[config.mk]
export PLATFORM = sky130hd
export DESIGN_NAME = serial_tx_de
export DESIGN_NICKNAME = d
export VERILOG_FILES = /design/src/rtl/serial_tx_pkg.sv /design/src/rtl/serial_tx_parity.sv /design/src/rtl/serial_tx_frame.sv /design/src/rtl/serial_tx_ctrl.sv /design/src/rtl/serial_tx_de.sv
export SDC_FILE = /design/constraint.sdc
export NUM_CORES = 1
export LEC_CHECK = 0
export CAP_MARGIN = 40
export CORE_MARGIN = 3
export CORE_UTILIZATION = 25
export CTS_BUF_LIST = sky130_fd_sc_hd__clkbuf_8
export DETAILED_ROUTE_END_ITERATION = 8
export DONT_BUFFER_PORTS = 1
export SLEW_MARGIN = 10
export SYNTH_ARGS = -nofsm -noshare
export SYNTH_HDL_FRONTEND = slang
export SYNTH_SLANG_ARGS = --single-unit
[constraint.sdc]
create_clock -name clk -period 5.24 [get_ports clk]
set_input_delay 0.262 -clock clk [delete_from_list [all_inputs] [get_ports clk]]
set_output_delay 0.262 -clock clk [all_outputs]
set_load 0.1 [all_outputs]
[src/rtl/serial_tx_pkg.sv]
package serial_tx_pkg;

   typedef enum logic [2:0] {
      PAR_NONE  = 3'd0,
      PAR_ODD   = 3'd1,
      PAR_EVEN  = 3'd2,
      PAR_MARK  = 3'd3,
      PAR_SPACE = 3'd4
   } parity_t;

   typedef enum logic [2:0] {
      ST_IDLE,
      ST_WAIT,
      ST_DATA,
      ST_BRK,
      ST_BRK_END
   } tx_state_t;

endpackage

[src/rtl/serial_tx_parity.sv]
module serial_tx_parity
   import serial_tx_pkg::*;
#(
   parameter int DATA_W = 8
) (
   input  logic [DATA_W-1:0] data,
   input  logic              short_len,
   input  parity_t           mode,
   output logic              pbit,
   output logic              pen
);

   logic [DATA_W-1:0] counted;

   // the top data bit only counts toward parity when the long length is used
   for (genvar g = 0; g < DATA_W; g++) begin : g_mask
      if (g == DATA_W - 1) begin : g_top
         assign counted[g] = data[g] & ~short_len;
      end else begin : g_low
         assign counted[g] = data[g];
      end
   end

   always_comb begin
      pbit = 1'b1;
      pen  = 1'b1;
      unique case (mode)
         PAR_ODD:   pbit = ~(^counted);
         PAR_EVEN:  pbit = ^counted;
         PAR_MARK:  pbit = 1'b1;
         PAR_SPACE: pbit = 1'b0;
         default:   pen  = 1'b0;
      endcase
   end

endmodule

[src/rtl/serial_tx_frame.sv]
module serial_tx_frame #(
   parameter int DATA_W  = 8,
   parameter int FRAME_W = DATA_W + 4,
   parameter int CNT_W   = $clog2(FRAME_W + 1)
) (
   input  logic              clk,
   input  logic              rst_n,
   input  logic              load,
   input  logic              shift,
   input  logic [DATA_W-1:0] data,
   input  logic              short_len,
   input  logic              two_stop,
   input  logic              pen,
   input  logic              pbit,
   output logic              line_bit,
   output logic              last
);

   localparam int LEN_W   = $clog2(DATA_W + 1);
   localparam int MIN_LEN = DATA_W + 1;

   logic [FRAME_W-1:0] sreg, frame_nxt;
   logic [CNT_W-1:0]   remaining, bits_nxt;
   logic [LEN_W-1:0]   dlen;

   assign dlen = short_len ? LEN_W'(DATA_W - 1) : LEN_W'(DATA_W);

   always_comb begin
      frame_nxt    = '1;
      frame_nxt[0] = 1'b0;
      for (int i = 0; i < DATA_W; i++) begin
         if (i < int'(dlen)) frame_nxt[i + 1] = data[i];
      end
      for (int p = 1; p < FRAME_W; p++) begin
         if (pen && p == int'(dlen) + 1) frame_nxt[p] = pbit;
      end
      bits_nxt = CNT_W'(2) + CNT_W'(dlen) + CNT_W'(pen) + CNT_W'(two_stop);
   end

   always_ff @(posedge clk or negedge rst_n) begin
      if (!rst_n) begin
         sreg      <= '1;
         remaining <= '0;
      end else if (load) begin
         sreg      <= frame_nxt;
         remaining <= bits_nxt;
      end else if (shift) begin
         sreg      <= {1'b1, sreg[FRAME_W-1:1]};
         remaining <= remaining - CNT_W'(1);
      end
   end

   assign line_bit = sreg[0];
   assign last     = (remaining == CNT_W'(1));

   assert_len_range_R4: assert property (@(posedge clk) disable iff (!rst_n)
      load |=> (remaining >= CNT_W'(MIN_LEN) && remaining <= CNT_W'(FRAME_W)));

   assert_start_loaded_R3: assert property (@(posedge clk) disable iff (!rst_n)
      load |=> !sreg[0]);

endmodule

[src/rtl/serial_tx_ctrl.sv]
module serial_tx_ctrl
   import serial_tx_pkg::*;
(
   input  logic clk,
   input  logic rst_n,
   input  logic baud_tick,
   input  logic in_valid,
   input  logic brk_req,
   input  logic last,
   input  logic line_bit,
   output logic in_ready,
   output logic load,
   output logic shift,
   output logic txd,
   output logic tx_en
);

   tx_state_t state, state_nxt;

   assign in_ready = (state == ST_IDLE) && !brk_req;
   assign load     = in_valid && in_ready;
   assign shift    = (state == ST_DATA) && baud_tick && !last;

   always_comb begin
      state_nxt = state;
      unique case (state)
         ST_IDLE:    if (brk_req && baud_tick) state_nxt = ST_BRK;
                     else if (load)            state_nxt = ST_WAIT;
         ST_WAIT:    if (baud_tick)            state_nxt = ST_DATA;
         ST_DATA:    if (baud_tick && last)    state_nxt = brk_req ? ST_BRK : ST_IDLE;
         ST_BRK:     if (baud_tick && !brk_req) state_nxt = ST_BRK_END;
         ST_BRK_END: if (baud_tick)            state_nxt = ST_IDLE;
         default:                              state_nxt = ST_IDLE;
      endcase
   end

   always_ff @(posedge clk or negedge rst_n) begin
      if (!rst_n) state <= ST_IDLE;
      else        state <= state_nxt;
   end

   assign tx_en = (state == ST_DATA) || (state == ST_BRK) || (state == ST_BRK_END);
   assign txd   = (state == ST_DATA) ? line_bit : (state != ST_BRK);

   assert_idle_mark_R1: assert property (@(posedge clk) disable iff (!rst_n)
      !tx_en |-> txd);

   assert_busy_not_ready_R2: assert property (@(posedge clk) disable iff (!rst_n)
      tx_en |-> !in_ready);

   assert_enable_starts_low_R3: assert property (@(posedge clk) disable iff (!rst_n)
      $rose(tx_en) |-> !txd);

   assert_bits_move_on_tick_R3: assert property (@(posedge clk) disable iff (!rst_n)
      (tx_en && !baud_tick) |=> ($stable(txd) && tx_en));

   assert_enable_falls_on_tick_R7: assert property (@(posedge clk) disable iff (!rst_n)
      $fell(tx_en) |-> $past(baud_tick));

   assert_break_held_R9: assert property (@(posedge clk) disable iff (!rst_n)
      (state == ST_BRK && brk_req) |=> (!txd && tx_en));

endmodule

[src/rtl/serial_tx_de.sv]
module serial_tx_de
   import serial_tx_pkg::*;
#(
   parameter int DATA_W = 8
) (
   input  logic              clk,
   input  logic              rst_n,
   input  logic              baud_tick,
   input  logic              in_valid,
   input  logic [DATA_W-1:0] in_data,
   output logic              in_ready,
   input  logic              cfg_seven,
   input  logic              cfg_two_stop,
   input  logic [2:0]        cfg_parity,
   input  logic              brk_req,
   output logic              txd,
   output logic              tx_en
);

   localparam int FRAME_W = DATA_W + 4;
   localparam int CNT_W   = $clog2(FRAME_W + 1);

   if (DATA_W < 5 || DATA_W > 16) begin : g_bad_width
      $error("serial_tx_de: DATA_W must lie in 5..16");
   end

   logic pbit, pen, line_bit, last, load, shift;

   serial_tx_parity #(.DATA_W(DATA_W)) u_parity (
      .data      (in_data),
      .short_len (cfg_seven),
      .mode      (parity_t'(cfg_parity)),
      .pbit      (pbit),
      .pen       (pen)
   );

   serial_tx_frame #(.DATA_W(DATA_W), .FRAME_W(FRAME_W), .CNT_W(CNT_W)) u_frame (
      .clk       (clk),
      .rst_n     (rst_n),
      .load      (load),
      .shift     (shift),
      .data      (in_data),
      .short_len (cfg_seven),
      .two_stop  (cfg_two_stop),
      .pen       (pen),
      .pbit      (pbit),
      .line_bit  (line_bit),
      .last      (last)
   );

   serial_tx_ctrl u_ctrl (
      .clk       (clk),
      .rst_n     (rst_n),
      .baud_tick (baud_tick),
      .in_valid  (in_valid),
      .brk_req   (brk_req),
      .last      (last),
      .line_bit  (line_bit),
      .in_ready  (in_ready),
      .load      (load),
      .shift     (shift),
      .txd       (txd),
      .tx_en     (tx_en)
   );

endmodule

Yosys cells after proc, flatten, opt, wreduce, memory -nomap -nowiden

Cells that the tools add are included.

Output and inout port bits: 3
Memories: 0
Bits in registers: 19
ROM bits: 0
Bits in writable memories: 0
Latch bits: 0

Add/subtract/negate cells: 5
Magnitude comparators: 8
Reductions and logical operators: 27
Bitwise operators: 3
Multiplexer cells: 35
Multipliers: 0
Div/mod/pow operators: 0
Equal/unequal tests: 26
Shift operators: 0

Operators by type and width:

| cell                  | count |
|---|---|
| $eq A4 B32 Y1 const A | 4 |
| $eq A5 B32 Y1 const A | 4 |
| $eq A3 B32 Y1 const A | 2 |
| $eq A2 B32 Y1 const A | 1 |
| $mux W12              | 2 |
| $mux W1               | 21 |
| $logic_and A1 B1 Y1   | 18 |
| $mux W3               | 6 |
| $lt A3 B4 Y1 const A  | 4 |
| $pmux W3 S5           | 1 |
| $eq A3 B2 Y1 const B  | 4 |
| $mux W4               | 3 |
| $add A4 B1 Y4         | 2 |
| $lt A1 B4 Y1 const A  | 2 |
| $lt A2 B4 Y1 const A  | 2 |
| $reduce_xor A8 Y1     | 1 |
| $eq A3 B1 Y1 const B  | 2 |
| $eq A3 B3 Y1 const B  | 2 |
| $add A4 B1 Y5 const B | 1 |
| $reduce_and A5 Y1     | 1 |
| $add A2 B4 Y4 const A | 1 |
| $eq A4 B1 Y1 const B  | 1 |
| $ne A2 B1 Y1 const B  | 2 |
| $ne A2 B2 Y1 const B  | 2 |
| other kinds (12)      | 15 |

Longest topological paths before layout

Gate-level depths: netlist of the first run.

Depth in word-level cells: 7
Mapped depth: 8
Depth with buffers taken out: 7

Modules after synthesis

A second synthesis of the first run with hierarchy kept.

Cell total of the unflattened synthesis: 115
Area, all modules: 1123.6 µm²

Modules (own cells, without submodules):

| module           | times used | area each (µm²) | sequential area each (µm²) | cells each |
|---|---|---|---|---|
| serial_tx_frame  | 1          | 775.7           | 362.8                      | 74 |
| serial_tx_ctrl   | 1          | 219.0           | 75.1                       | 27 |
| serial_tx_parity | 1          | 128.9           | 0.0                        | 14 |

Worst setup path after synthesis of the first run

OpenSTA, ideal clock, no wires.

Path type: reg2reg
From: reg u_ctrl.state[1]
To: reg u_frame.remaining[0]
Path buffers: 2
Path slack: 2.069 ns
Cell stages (with the launch flop): 7
Data arrival time: 3.048 ns
Required time: 5.117 ns
Library setup time: 0.123 ns
Path through: dfrtp_1 -> buf_2 -> nor4_2 -> nand2_1 -> clkbuf_1 -> o22ai_1 -> a21oi_1

Longest elaborated chain between the ends: 4
Elaborated cells between the ends (all ways): 8
Those cells by class: eq/ne: 1; mux: 1; reduce/logical: 6

RTL lines:

| what                                                 | RTL line              | RTL |
|---|---|---|
| start: declaration                                   | serial_tx_ctrl.sv:18  | `tx_state_t state, state_nxt;` |
| start signal: assignment                             | serial_tx_ctrl.sv:39  | `else state <= state_nxt;` |
| $logic_not A3 Y1 (*)                                 | serial_tx_ctrl.sv:20  | `assign in_ready = (state == ST_IDLE) && !brk_req;` |
| $logic_and A1 B1 Y1 (*)                              | serial_tx_ctrl.sv:20  |  |
| named net in_ready                                   | serial_tx_de.sv:11    | `output logic in_ready,` |
| $logic_and A1 B1 Y1 (*)                              | serial_tx_ctrl.sv:21  | `assign load = in_valid && in_ready;` |
| $mux W4 / $reduce_bool A2 Y1 (equally long branches) | -                     |  |
| end signal: assignment                               | serial_tx_frame.sv:46 | `remaining <= bits_nxt;` |
| end signal: assignment                               | serial_tx_frame.sv:49 | `remaining <= remaining - CNT_W'(1);` |
| end: declaration                                     | serial_tx_frame.sv:23 | `logic [CNT_W-1:0] remaining, bits_nxt;` |

The timed path passes the listed nets; every way through them passes the cells marked *.
A chain may end at the register's enable or synchronous reset.

Worst setup path in the final report of the first run

From: reg u_ctrl.state[0]
To: reg u_ctrl.state[0]

Longest elaborated chain between the ends: 5
Elaborated cells between the ends (all ways): 14
Those cells by class: eq/ne: 9; mux: 1; reduce/logical: 4

RTL lines:

| what                        | RTL line |
|---|---|
| $logic_not A3 Y1            | serial_tx_ctrl.sv:20 |
| $logic_and A1 B1 Y1         | serial_tx_ctrl.sv:20 |
| named net in_ready          | serial_tx_de.sv:11 |
| $logic_and A1 B1 Y1         | serial_tx_ctrl.sv:21 |
| $ne A3 B3 Y1 (no line)      | - |
| $reduce_and A5 Y1 (no line) | - |

The timed path passes the listed nets, and every way through them passes these cells.

==> impl_metrics.tcl, run 1 <==
set metrics [dict create \
    hpwl_mm 1.764 \
    grt_pass1_vias 935 \
    multi_input_area_sq_um 596.8 \
    yosysUniqueCellTypes 43 \
    postSynth.asyncResetShare_pct 100.0 \
    critPathArrivalTime_ps 2220 \
    worstSkewPairLatency_ps 250 \
    drive_above_1_share_pct 18.80 \
    clk_pin_slew_ps 60 \
    grt_pass1_wl_mm 4.229 \
    vias_per_cell 5.042 \
    ant_nets 0 \
    cpPeakStageDelay_ps 490 \
    endpoint_kind "register" \
    finalCritPeriodShare_pct 39.30 \
    ys_warn_count 0 \
    synth_commonest_cells "nand2_1, dfstp_2, nor2_1, dfrtp_1, xnor2_1" \
    nNetsFinal 140 \
    critPathMaxFanout 10 \
    synth_most_common_cell "nand2_1" \
    post-cts-setup-buffers 0 \
    crit_slowest_cell "dfrtp_1" \
    rsz0062_at_grt "false" \
    antenna_found_initial 0 \
    worst_pin_slew_ps 858.1 \
    holdBufCountCts 1 \
    numCtsBuffers 3 \
    max_clock_freq_ghz 0.4856 \
    worstPathCellList "nor4_4, buf_4, and2_1, o22ai_1, a211oi_1" \
    die_h_um 71.76 \
    fin_crit_ps 2059 \
    required_ps 5400 \
    dp_slack_ps 3203 \
    cts_max_path_buffers 2 \
    netlist_area_sq_mm 0.001081 \
    grt.total_usage_pct 10.43 \
    final_cells 167 \
    finalSetupViolCount 0 \
    core_area_sq_mm 0.004086 \
    peakVddDrop_v 0.0002063 \
    num_rows 23 \
    drv_cap 0 \
    synth_edf_count 0 \
    avgSynthCellArea_sq_um 9.400 \
    fin_util_pct 29.24 \
    grt_max_degree 18 \
    drv_slew 0 \
    hold_class "input pin to register" \
    yosysTopAreaCellShare_pct 24.31 \
    dpl.cell_count 162 \
    die_w_um 71.76 \
    ys_seq_elements 17 \
    yosys.area.top_type "dfstp_2" \
    p_leak_nw 0.4915 \
    io_buffer_count 0 \
    cts_tree "yes" \
    n_fill_cell 463 \
    finalSetupTns_ps 0 \
    layout_setup_ws_ps 3181 \
    status "completed" \
    via_count 842 \
    relSlewSlack_pct 42.95 \
    crit_type "register to register" \
    num_io_pins 21 \
    start_kind "register" \
    first_pass_iters 4 \
    cts_resized 0 \
    dieArea_sq_mm 0.005150 \
    post_drt_wl_per_cell_um 14.18 \
    seq_area_sq_um 437.9 \
    clkSinkCount 17 \
    clock-skew-final_ps 0.8046 \
    cts-root-buf "clkbuf_8" \
    overflow 0 \
    synth_seq_area_share_pct 40.51 \
    drc 0 \
    htreeDepth 1 \
    p_per_area_mw_per_mm2 578.0 \
    ys.flop_type "dfstp_2" \
    syn-instance-count 115 \
    yosys-top-cells-area "dfstp_2, dfrtp_1, nand2_1" \
    syn_to_final_growth_pct 10.53 \
    wirelength_mm 2.368 \
    hold_violations 0 \
    place_congestion 0.7651 \
    drtIter0Drc 25 \
    synth_nets 137 \
    p_total_mw 0.6907 \
    antennaDiodeCount 0 \
    initial_core_util_pct 26.45 \
]
[per-layer routing]
metal	wire length (um)	up-vias	global-route usage, %
li1	-	407	-
met1	1056	398	13.54
met2	1068	32	16.53
met3	207	5	3.086
met4	35	0	3.549
met5	0	-	0
[worst max-delay path, delay by kind of cell, from the launching register on]
family	cells	cell delay, ps
DFF	1	490
and+or+nand+nor	2	720
AOI/OAI and AO/OA	2	410
buffers and inverters	1	340
[cell families (layout without fill, tap and decap cells)]
kind of cell | after synthesis | count (layout) | share of synthesized area (%)
simple gates | 50 | 50 | 23.96
compound gates | 23 | 23 | 14.59
flops | 17 | 17 | 40.51
buf+inv | 10 | 12 | 5.092
xor+xnor | 9 | 9 | 8.565
fa+ha+maj | 4 | 4 | 5.325
mux | 2 | 2 | 1.968
[where the power goes]
part / total, mW / internal, mW / switching, mW
clock network: 0.0970 / 0.0527 / 0.0442
registers: 0.273 / 0.216 / 0.0570
logic: 0.321 / 0.110 / 0.211
[state kept, by name, indices dropped and copies added (netlist names)]
register and count:
u_frame.remaining 4, u_ctrl.state 3, u_frame.sreg 10
[metrics by stage]
step           cell area, sq um  hold slack (ps)
2_1_floorplan              1081           -33.59
3_3_place_gp               1124           -32.74
3_5_place_dp               1139           -32.75
4_1_cts                    1195            119.0
5_1_grt                    1195            120.0
6_report                   1195            127.6
[worst paths after layout]
| check | startpoint | end | slack (ps) | cells past startpoint |
|---|---|---|---|---|
| max | u_ctrl.state[0] | u_ctrl.state[0] | 3180 | 5 |
| min reg2reg | u_frame.sreg[1] | u_frame.sreg[0] | 460 | 2 |
| max in group asynchronous | rst_n | u_frame.remaining[1] | 4240 | 1 |
| min | baud_tick | u_ctrl.state[2] | 130 | 1 |
| max reg2reg | u_ctrl.state[0] | u_ctrl.state[0] | 3180 | 5 |
| min in group asynchronous | rst_n | u_ctrl.state[1] | 530 | 1 |
[layout make-up]
class,count,area share (%)
multi-input combinational,88,49.95
sequential,17,36.65
tap,50,5.236
clock buffer,3,3.455
timing repair buffer,3,2.723
inverter,5,1.571
clock inverter,1,0.4188
[cells in the final DEF, fill, tap and decap left out, types with 2 or more instances in the layout]
master and count:
a21oi_1 3, a22oi_1 4, clkbuf_8 3, dfrtp_1 7, dfstp_2 10, ha_1 3, inv_1 5, nand2_1 24
nand3_1 4, nor2_1 8, o21ai_0 2, o22ai_1 5, xnor2_1 6, xor2_1 2
Note: power is estimated with default switching activity, not from simulation.
==> run 2: changes to the inputs <==
--- a/config.mk
+++ b/config.mk
@@ -5,6 +5,7 @@
 export SDC_FILE = /design/constraint.sdc
 export NUM_CORES = 1
 export LEC_CHECK = 0
+export ABC_AREA = 1
 export CAP_MARGIN = 40
 export CORE_MARGIN = 3
 export CORE_UTILIZATION = 25
==> constraint.sdc (replaced) <==
create_clock -name clk -period 1.8 [get_ports clk]
set_input_delay 0.09 -clock clk [delete_from_list [all_inputs] [get_ports clk]]
set_output_delay 0.09 -clock clk [all_outputs]
set_load 0.1 [all_outputs]
==> run 2 against run 1 <==
Die area increased by 8.5%. Via count increased by 19%. Power grew to 3.2 times the previous value. Register-to-register slack lost 2900 ps. Clock power grew to 2.9 times the previous value. Clock skew increased by 6.0 ps.
==> impl_metrics.tcl, run 2 <==
set metrics [dict create \
    status "completed" \
    endpoint_kind "register" \
    wirelength_mm 2.412 \
    drv_cap 0 \
    max_clock_freq_ghz 0.6490 \
    ys_seq_elements 17 \
    cpPeakStageDelay_ps 410 \
    synth_nets 184 \
    holdWs_ps 21.88 \
    p_leak_nw 0.6542 \
    synth_commonest_cells "nand2_1, inv_1, nand3_1, dfstp_2" \
    vias_per_cell 4.523 \
    start_kind "register" \
    htreeDepth 1 \
    dieArea_sq_mm 0.005585 \
    yosys.area.top_type "dfstp_2" \
    ys_warn_count 0 \
    multi_input_area_sq_um 619.3 \
    drive_above_1_share_pct 18.82 \
    final_common_cell "nand2_1" \
    numCtsBuffers 3 \
    clk_pin_slew_ps 70 \
    syn_to_final_growth_pct 15.36 \
    post_drt_wl_per_cell_um 10.86 \
    whs_path_depth 2 \
    drc 0 \
    hold_path_startpoint "in_data[2]" \
    worstSkewPairLatency_ps 250 \
    rsz0062_at_grt "false" \
    core_area_sq_mm 0.004444 \
    place_area_sq_mm 0.001296 \
    finalCritPeriodShare_pct 85.60 \
    cts_tree "yes" \
    p_total_mw 2.218 \
    grt.total_usage_pct 9.878 \
    crit_family "simple AND/OR/NAND/NOR gates" \
    relSlewSlack_pct 49.49 \
    synth_edf_count 0 \
    postSynth.asyncResetShare_pct 100.0 \
    crit_slowest_cell "dfrtp_1" \
    netlist_area_sq_mm 0.001181 \
    first_pass_iters 4 \
    clock-skew-final_ps 6.762 \
    place_congestion 0.8454 \
    hold_class "input pin to register" \
    antenna_found_initial 0 \
    num_rows 24 \
    nNetsFinal 193 \
    peakVddDrop_v 0.0007062 \
    grt_pass1_wl_mm 4.278 \
    crit_type "register to register" \
    p_per_area_mw_per_mm2 1628 \
    largest_register_ffs 10 \
    via_count 1004 \
    cp_num_cells 8 \
    seq_area_sq_um 437.9 \
    hold-path-endpoint "u_frame.sreg[3]" \
    clkSinkCount 17 \
    ff2ff_path_depth 8 \
    die_h_um 74.74 \
    rr_startpoint "u_ctrl.state[1]" \
    ant_nets 0 \
    largest-register "u_frame.sreg" \
    required_ps 1930 \
    syn-instance-count 162 \
    reg2reg_slack_ps 260 \
    cts_resized 0 \
    die_w_um 74.74 \
    yosys-top-cells-area "dfstp_2, dfrtp_1, nand2_1" \
    drv_slew 0 \
    yosysUniqueCellTypes 28 \
    reg.largest.list "u_frame.sreg: 10 flops, u_frame.remaining: 4 flops, u_ctrl.state: 3 flops" \
    hold_violations 0 \
    cts-root-buf "clkbuf_8" \
    r2r-end "u_ctrl.state[1]" \
    critPathArrivalTime_ps 1670 \
    avgSynthCellArea_sq_um 7.291 \
    ys.flop_type "dfstp_2" \
    grt_max_degree 19 \
    worstPathCellList "nor2_1, nand2_1, nor2_4, nand2_4, nand3_2, o2111ai_2, nand2_1, o21ai_1" \
    initial_core_util_pct 26.58 \
    cp.buffers_inverters 0 \
    synth_most_common_cell "nand2_1" \
    layout_common_cells "nand2_1, inv_1, nand3_1" \
    postLayoutCellArea_sq_mm 0.001363 \
    cts_max_path_buffers 2 \
    overflow 0 \
    antennaDiodeCount 0 \
    io_buffer_count 0 \
    hpwl_mm 1.895 \
    n_fill_cell 468 \
    critPathMaxFanout 18 \
    drtIter0Drc 37 \
    grt_pass1_vias 1033 \
    cpMostUsedCell "nand2_1" \
    fin_crit_ps 1541 \
    synth_seq_area_share_pct 37.08 \
    worst_pin_slew_ps 755.1 \
    finalSetupViolCount 0 \
    num_io_pins 21 \
    yosysTopAreaCellShare_pct 22.25 \
]
==> run 2: cell count changes after synthesis, sizes merged, moves of 3 or more <==
cell	change
inv	+26
nand2	+23
o21ai	+10
nand3	+9
xnor2	-6
a21oi	+4
a22oi	-4
nor3	+3
o211ai	+3
o221ai	+3
==> run 2: cell type report <==
type                       count  area share (%)
timing repair buffer           6           5.142
clock inverter                 1          0.3673
sequential                    17           32.14
clock buffer                   3           3.030
tap                           52           4.775
inverter                      31           9.091
multi-input combinational    112           45.45
==> run 2: how the worst max path moves through the flow <==
stage / from / end / slack, ps
global placement: cfg_parity[1] / u_frame.remaining[1] / 220
global route: u_ctrl.state[0] / u_frame.remaining[0] / 80
floorplan: u_frame.sreg[0] / txd / -280
CTS: u_ctrl.state[2] / u_frame.remaining[0] / 240
detailed placement: cfg_parity[1] / u_frame.remaining[1] / 200
finish: u_ctrl.state[1] / u_ctrl.state[1] / 260
==> run 2: logic make-up after synthesis <==
family                   after synthesis  share of synthesized area [%]
AO/OA/AOI/OAI                         34                          18.22
adder cells (fa/ha/maj)                4                          4.873
buffers and inverters                 33                          11.65
flip-flops                            17                          37.08
AND/OR/NAND/NOR                       74                          28.18
==> run 2: layer usage <==
layer  vias up  GRT usage, %  part of all wire (%)
li1        543             -                     -
met4         0         2.964                  0.29
met5         -             0                     0
met3         2         2.670                   5.4
met2        26         16.49                    43
met1       433         12.50                    51
==> run 2: per-stage QoR <==
stage	instances	utilization (%)	setup slack, ps	setup TNS, ps
after floorplan	162	-	-282.4	-591.8
after global placement	216	29.17	218.1	0
after detailed placement	216	29.17	199.6	0
after CTS	222	30.66	237.4	0
after global routing	222	30.66	75.18	0
final	222	30.66	259.2	0
==> run 2: repair_timing <==
item / 4_1_cts / 5_1_grt
endpoints found under the hold margin: 18 / 0
hold buffers: 2 / 0
buffers inserted: 0 / 0
==> run 2: power by group <==
group          leakage, nW  switching (mW)  total [mW]  internal [mW]
Combinational        0.440           0.794        1.21          0.415
Sequential           0.189          0.0980       0.724          0.626
Clock               0.0255           0.132       0.286          0.154
Total                0.654            1.02        2.22           1.19
